<file path="src/rtl/pfq_pkg.sv">
package pfq_pkg;

  typedef enum logic [1:0] {
    ST_IDLE = 2'd0,
    ST_REQ  = 2'd1,
    ST_WAIT = 2'd2,
    ST_DROP = 2'd3
  } fetch_st_e;

  typedef logic [7:0] ibyte_t;

endpackage

</file>
<file path="src/rtl/pfq_addr_gen.sv">
module pfq_addr_gen #(
  parameter int SEG_W     = 16,
  parameter int OFF_W     = 16,
  parameter int SEG_SHIFT = 4,
  parameter int ADDR_W    = 20,
  parameter logic [SEG_W-1:0] RST_SEG = '1,
  parameter logic [OFF_W-1:0] RST_OFF = '0
) (
  input  logic              clk,
  input  logic              rst,
  input  logic              load,
  input  logic [SEG_W-1:0]  load_seg,
  input  logic [OFF_W-1:0]  load_off,
  input  logic              advance,
  output logic [ADDR_W-1:0] phys,
  output logic              off_odd
);

  localparam int SW = SEG_W + SEG_SHIFT;

  logic [SEG_W-1:0] seg_q;
  logic [OFF_W-1:0] off_q;
  logic [OFF_W-1:0] step;
  logic [SW-1:0]    seg_base;

  // odd offset steps by one byte, even by one word
  always_comb step = {{(OFF_W-2){1'b0}}, ~off_q[0], off_q[0]};
  always_comb seg_base = {seg_q, {SEG_SHIFT{1'b0}}};
  always_comb phys = ADDR_W'(seg_base) + ADDR_W'(off_q);
  always_comb off_odd = off_q[0];

  always_ff @(posedge clk) begin
    if (rst) begin
      seg_q <= RST_SEG;
      off_q <= RST_OFF;
    end else if (load) begin
      seg_q <= load_seg;
      off_q <= load_off;
    end else if (advance) begin
      off_q <= off_q + step;
    end
  end


  seg_hold_chk: assert property (@(posedge clk) disable iff (rst)
    (advance && !load) |=> $stable(seg_q));


  word_step_chk: assert property (@(posedge clk) disable iff (rst)
    (advance && !load && !off_q[0]) |=> (off_q == $past(off_q) + OFF_W'(2)));


  byte_step_chk: assert property (@(posedge clk) disable iff (rst)
    (advance && !load && off_q[0]) |=> (off_q == $past(off_q) + OFF_W'(1)));

endmodule

</file>
<file path="src/rtl/pfq_fetch_ctl.sv">
module pfq_fetch_ctl
  import pfq_pkg::*;
#(
  parameter int DEPTH = 6,
  parameter int CNT_W = 3
) (
  input  logic             clk,
  input  logic             rst,
  input  logic             redir,
  input  logic             req_ready,
  input  logic             rsp_valid,
  input  logic             off_odd,
  input  logic [CNT_W-1:0] fill,
  output logic             req_valid,
  output logic             req_word,
  output logic             advance,
  output logic             wr_en,
  output logic             wr_two
);

  fetch_st_e st_q, st_d;
  logic      word_q;
  logic      room;
  logic      owed_after;
  logic      accept;

  always_comb room = (int'(DEPTH) - int'(fill)) >= (off_odd ? 1 : 2);
  always_comb accept = (st_q == ST_REQ) && req_ready;

  // a read is still owed after this edge if it is accepted now or
  // was in flight and its data is not arriving now
  always_comb owed_after = accept ||
    (((st_q == ST_WAIT) || (st_q == ST_DROP)) && !rsp_valid);

  always_comb begin
    st_d = st_q;
    unique case (st_q)
      ST_IDLE: if (room)      st_d = ST_REQ;
      ST_REQ:  if (req_ready) st_d = ST_WAIT;
      ST_WAIT: if (rsp_valid) st_d = ST_IDLE;
      ST_DROP: if (rsp_valid) st_d = ST_IDLE;
      default: st_d = ST_IDLE;
    endcase
    if (redir) st_d = owed_after ? ST_DROP : ST_REQ;
  end

  always_ff @(posedge clk) begin
    if (rst) begin
      st_q   <= ST_IDLE;
      word_q <= 1'b0;
    end else begin
      st_q <= st_d;
      if (accept) word_q <= !off_odd;
    end
  end

  always_comb begin
    req_valid = (st_q == ST_REQ);
    req_word  = !off_odd;
    advance   = accept && !redir;
    wr_en     = (st_q == ST_WAIT) && rsp_valid && !redir;
    wr_two    = word_q;
  end


  req_hold_chk: assert property (@(posedge clk) disable iff (rst)
    (req_valid && !req_ready && !redir) |=> (req_valid && $stable(req_word)));


  single_flight_chk: assert property (@(posedge clk) disable iff (rst)
    (req_valid && req_ready) |=> !req_valid);

endmodule

</file>
<file path="src/rtl/pfq_byte_fifo.sv">
module pfq_byte_fifo
  import pfq_pkg::*;
#(
  parameter int DEPTH = 6,
  parameter int PTR_W = 3,
  parameter int CNT_W = 3
) (
  input  logic             clk,
  input  logic             rst,
  input  logic             clr,
  input  logic             wr_en,
  input  logic             wr_two,
  input  ibyte_t           wr_b0,
  input  ibyte_t           wr_b1,
  input  logic             rd_ready,
  output logic             rd_valid,
  output ibyte_t           rd_byte,
  output logic [CNT_W-1:0] count
);

  ibyte_t           mem_q [DEPTH];
  logic [PTR_W-1:0] wr_ptr_q, rd_ptr_q, wr_nxt;
  logic [CNT_W-1:0] cnt_q;
  logic [1:0]       wr_n;
  logic             pop;

  function automatic logic [PTR_W-1:0] ptr_inc(input logic [PTR_W-1:0] p);
    return (int'(p) == DEPTH - 1) ? '0 : p + PTR_W'(1);
  endfunction

  always_comb begin
    wr_n   = wr_en ? (wr_two ? 2'd2 : 2'd1) : 2'd0;
    pop    = rd_valid && rd_ready;
    wr_nxt = ptr_inc(wr_ptr_q);
  end

  always_ff @(posedge clk) begin
    for (int i = 0; i < DEPTH; i++) begin
      if (wr_en && (int'(wr_ptr_q) == i))
        mem_q[i] <= wr_b0;
      else if (wr_en && wr_two && (int'(wr_nxt) == i))
        mem_q[i] <= wr_b1;
    end
  end

  always_ff @(posedge clk) begin
    if (rst || clr) begin
      wr_ptr_q <= '0;
      rd_ptr_q <= '0;
      cnt_q    <= '0;
    end else begin
      if (wr_en) wr_ptr_q <= wr_two ? ptr_inc(wr_nxt) : wr_nxt;
      if (pop)   rd_ptr_q <= ptr_inc(rd_ptr_q);
      cnt_q <= cnt_q + CNT_W'(wr_n) - CNT_W'(pop);
    end
  end

  always_comb begin
    rd_valid = (cnt_q != '0);
    rd_byte  = mem_q[rd_ptr_q];
    count    = cnt_q;
  end


  occupancy_bound_chk: assert property (@(posedge clk) disable iff (rst)
    int'(cnt_q) <= DEPTH);


  write_room_chk: assert property (@(posedge clk) disable iff (rst)
    wr_en |-> ((DEPTH - int'(cnt_q)) >= int'(wr_n)));


  head_hold_chk: assert property (@(posedge clk) disable iff (rst)
    (rd_valid && !rd_ready && !clr) |=> (rd_valid && $stable(rd_byte)));

endmodule

</file>
<file path="src/rtl/prefetch_queue.sv">
module prefetch_queue
  import pfq_pkg::*;
#(
  parameter int DEPTH     = 6,
  parameter int SEG_W     = 16,
  parameter int OFF_W     = 16,
  parameter int SEG_SHIFT = 4,
  parameter int ADDR_W    = 20,
  parameter logic [SEG_W-1:0] RST_SEG = 16'hFFFF,
  parameter logic [OFF_W-1:0] RST_OFF = 16'h0000
) (
  input  logic              clk,
  input  logic              rst,
  input  logic              redir_valid,
  input  logic [SEG_W-1:0]  redir_seg,
  input  logic [OFF_W-1:0]  redir_off,
  output logic              mem_req_valid,
  input  logic              mem_req_ready,
  output logic [ADDR_W-1:0] mem_req_addr,
  output logic              mem_req_word,
  input  logic              mem_rsp_valid,
  input  logic [15:0]       mem_rsp_data,
  output logic              out_valid,
  input  logic              out_ready,
  output logic [7:0]        out_byte
);

  localparam int PTR_W = (DEPTH > 1) ? $clog2(DEPTH) : 1;
  localparam int CNT_W = $clog2(DEPTH + 1);

  logic             advance, off_odd, wr_en, wr_two;
  logic [CNT_W-1:0] fill;
  ibyte_t           lane0, lane1;

  // byte reads return their byte on the upper lane
  always_comb begin
    lane0 = wr_two ? mem_rsp_data[7:0] : mem_rsp_data[15:8];
    lane1 = mem_rsp_data[15:8];
  end

  pfq_addr_gen #(
    .SEG_W(SEG_W), .OFF_W(OFF_W), .SEG_SHIFT(SEG_SHIFT), .ADDR_W(ADDR_W),
    .RST_SEG(RST_SEG), .RST_OFF(RST_OFF)
  ) u_addr (
    .clk(clk), .rst(rst), .load(redir_valid), .load_seg(redir_seg),
    .load_off(redir_off), .advance(advance), .phys(mem_req_addr),
    .off_odd(off_odd)
  );

  pfq_fetch_ctl #(.DEPTH(DEPTH), .CNT_W(CNT_W)) u_ctl (
    .clk(clk), .rst(rst), .redir(redir_valid), .req_ready(mem_req_ready),
    .rsp_valid(mem_rsp_valid), .off_odd(off_odd), .fill(fill),
    .req_valid(mem_req_valid), .req_word(mem_req_word), .advance(advance),
    .wr_en(wr_en), .wr_two(wr_two)
  );

  pfq_byte_fifo #(.DEPTH(DEPTH), .PTR_W(PTR_W), .CNT_W(CNT_W)) u_fifo (
    .clk(clk), .rst(rst), .clr(redir_valid), .wr_en(wr_en), .wr_two(wr_two),
    .wr_b0(lane0), .wr_b1(lane1), .rd_ready(out_ready), .rd_valid(out_valid),
    .rd_byte(out_byte), .count(fill)
  );


  flush_empty_chk: assert property (@(posedge clk) disable iff (rst)
    redir_valid |=> !out_valid);


  addr_hold_chk: assert property (@(posedge clk) disable iff (rst)
    (mem_req_valid && !mem_req_ready && !redir_valid) |=> $stable(mem_req_addr));

endmodule

</file>
<file path="config.mk">
export PLATFORM = sky130hd
export DESIGN_NAME = prefetch_queue
export DESIGN_NICKNAME = d
export VERILOG_FILES = /design/src/rtl/pfq_pkg.sv /design/src/rtl/pfq_addr_gen.sv /design/src/rtl/pfq_fetch_ctl.sv /design/src/rtl/pfq_byte_fifo.sv /design/src/rtl/prefetch_queue.sv
export SDC_FILE = /design/constraint.sdc
export NUM_CORES = 1
export LEC_CHECK = 0
export ABC_AREA = 1
export BUFFER_PORTS_ARGS = -buffer_cell sky130_fd_sc_hd__buf_2
export CORE_ASPECT_RATIO = 0.6
export CORE_UTILIZATION = 25
export DETAILED_ROUTE_END_ITERATION = 6
export PLACE_DENSITY_LB_ADDON = 0.3
export SETUP_SLACK_MARGIN = 0.15
export SYNTH_ARGS = -nofsm -noshare
export SYNTH_HDL_FRONTEND = slang
export SYNTH_SLANG_ARGS = --single-unit
</file>
<file path="constraint.sdc">
create_clock -name clk -period 4.1 [get_ports clk]
set_input_delay 0.82 -clock clk [delete_from_list [all_inputs] [get_ports clk]]
set_output_delay 0.82 -clock clk [all_outputs]
set_load 0.05 [all_outputs]
</file>
==> flow_summary.json <==
{
  "nNetsFinal": 900,
  "cts_tree": "done",
  "ys_ff_latch": 95,
  "drt-initial-drc-count": 396,
  "numCtsBuffers": 9,
  "total_power_mw": 2.481,
  "synth_flop_cell": "edfxtp_1",
  "maxCapViolations": 0,
  "worst-path-max-fanout": 5,
  "dp.cells": 1119,
  "firstDrtPassIters": 5,
  "end_kind": "output pin",
  "ant_nets": 0,
  "finalSetupViolCount": 0,
  "grt_overflow": 0,
  "crit_type": "register to output pin",
  "wire_per_inst_um": 15.27,
  "clock_sinks": 95,
  "cts_root_buf": "clkbuf_16",
  "ir_drop_mv": 0.1851,
  "p_leak_nw": 2.803,
  "yosys_warnings": 0,
  "start_kind": "register",
  "highest_layer": "met5",
  "wl_met3_mm": 1.251,
  "die_h_um": 119.2,
  "min-delay-path-class": "register to register",
  "synth_area_um2": 5725,
  "critical_path_required_ps": 3280,
  "gp_congestion": 0.8117,
  "grt_pass1_vias": 4638,
  "grt_max_degree": 38,
  "diodes": 0,
  "yosysUniqueCellTypes": 42,
  "area_growth_pct": 17.77,
  "clk_pin_slew_ps": 70,
  "grtUsageTotal": 0.1521,
  "hold_ws_ps": 468.2,
  "cts_setup_buffers": 0,
  "final_cell_mix": "nand2_1 (197), buf_2 (84), inv_1 (81), o21ai_0 (75), nor2_1 (49)",
  "p_per_area_nw_per_um2": 368.0,
  "syn_inst": 748,
  "skew_ps": 9.371,
  "routed_via_density": 4.504,
  "hold_violations": 0,
  "ff2ff_setup_slack_ps": 1630,
  "ys_seq_area_frac": 0.4161,
  "cts-resized-gates": 0,
  "core-area_um2": 22230,
  "num-fill-cells": 2367,
  "start_util": 0.2576,
  "cts_buffer_depth": 2,
  "syn_nets": 826,
  "syn_avg_cell_area_um2": 7.654,
  "antenna_found_initial": 3,
  "tightest_slew_ps": 950.4,
  "hpwl_mm": 13.12,
  "wl_mm": 17.33,
  "drt-met1-wl_mm": 9.772,
  "dieArea_um2": 23530,
  "grt_pass1_wl_mm": 27.14,
  "ctsHoldBuffers": 0,
  "fin_cells": 1135,
  "final.period_utilization": 0.8721,
  "rsz0062_at_grt": "no",
  "final_max_slew_viol_count": 0,
  "post-route-drc-count": 0,
  "relSlewSlack": 0.3641,
  "cp.arrival_ps": 2760,
  "io_pins": 85,
  "rows": 42,
  "synth-async-reset-ratio": 0,
  "wl_met2_mm": 6.139,
  "finalSetupTns_ps": 0,
  "clk_latency_ps": 350,
  "status": "finished, final reports clean",
  "synth-edff-count": 48,
  "htree_num_levels": 3,
  "num_vias": 5112,
  "io_buffer_count": 84,
  "fin_crit_ps": 3576,
  "die_x_um": 197.4,
  "final_common_cell": "nand2_1",
  "layout-drive-gt1-share": 0.1681,
  "fmax_mhz": 279.7
}
-- layout make-up --
| type | count | area (um2) | share of cell area |
|---|---|---|---|
| Multi-Input combinational cell | 535 | 2851 | 0.4229 |
| Sequential cell | 95 | 2382 | 0.3533 |
| Timing Repair Buffer | 94 | 495.5 | 0.07348 |
| Tap cell | 308 | 385.4 | 0.05715 |
| Inverter | 87 | 329.1 | 0.04880 |
| Clock buffer | 10 | 229.0 | 0.03396 |
| Clock inverter | 6 | 70.07 | 0.01039 |
-- flip-flops by register name (all words and copies together), names as in the netlist, named ones only --
register         count
u_ctl.wr_two         1
u_addr.seg_q        16
u_ctl.st_q           2
u_fifo.rd_ptr_q      3
u_addr.off_q        16
u_fifo.wr_ptr_q      3
u_fifo.mem_q        48
u_fifo.count         3
-- path summary, 6_finish.rpt --
path / start / endpoint / cells after the start
worst min-delay path: u_addr.seg_q[3] / u_addr.seg_q[3] / 2
worst min register to register: u_addr.seg_q[3] / u_addr.seg_q[3] / 2
worst max register to register: u_fifo.wr_ptr_q[0] / u_fifo.mem_q[4][3] / 9
worst max-delay path: u_addr.off_q[4] / mem_req_addr[16] / 9
-- power by group --
group	switching (mW)	internal, mW
combinational	0.404	0.159
clock	0.382	0.477
sequential	0.0297	1.03
-- kinds of logic after synthesis --
group,after synthesis,share of synthesized area
simple gates,324,0.2528
compound gates,171,0.1656
buf+inv,118,0.08588
flops,95,0.4161
fa+ha+maj,24,0.05507
xor+xnor,16,0.02447
-- stage by stage --
stage	util	area, um2	setup slack [ps]
6_report	0.3033	6743	524.5
5_1_grt	0.3033	6743	326.9
4_1_cts	0.3033	6743	522.7
3_5_place_dp	0.2899	6444	914.4
3_3_place_gp	0.2899	6444	939.5
2_1_floorplan	-	5725	962.8
-- per-layer routing --
layer | track usage | up-vias
met4 | 0.03924 | 4
li1 | - | 2643
met2 | 0.1886 | 149
met3 | 0.03653 | 12
met5 | 0 | -
met1 | 0.2480 | 2304
-- synthesized netlist by cell type (3+ instances only) --
cell type	count	share of area
dfxtp_1	47	0.16
nand3b_1	5	0.0066
inv_2	5	0.0033
o21ai_1	17	0.015
o21ai_0	75	0.066
a31oi_1	5	0.0055
or2_2	10	0.011
xor2_1	11	0.017
nand3_1	44	0.038
clkbuf_1	17	0.011
nand2_2	4	0.0044
edfxtp_1	48	0.25
xnor2_1	5	0.0076
nor2_1	49	0.032
ha_1	22	0.048
a32o_1	8	0.014
inv_1	81	0.053
nand2_1	197	0.13
a21oi_1	44	0.038
nor3_1	3	0.0026
nand4_1	4	0.0044
buf_2	4	0.0035
buf_4	7	0.0092
o22ai_1	10	0.011
-- worst max-delay path, stage by stage, from the launching register on --
cell     delay [ps]
dfxtp_1         420
ha_1            210
inv_1            60
fa_1            440
o21ai_0         500
nand4_1         230
nand3_1         140
nand2_1          50
nand2_1          90
buf_2           270
(Power assumes the default switching activity.)
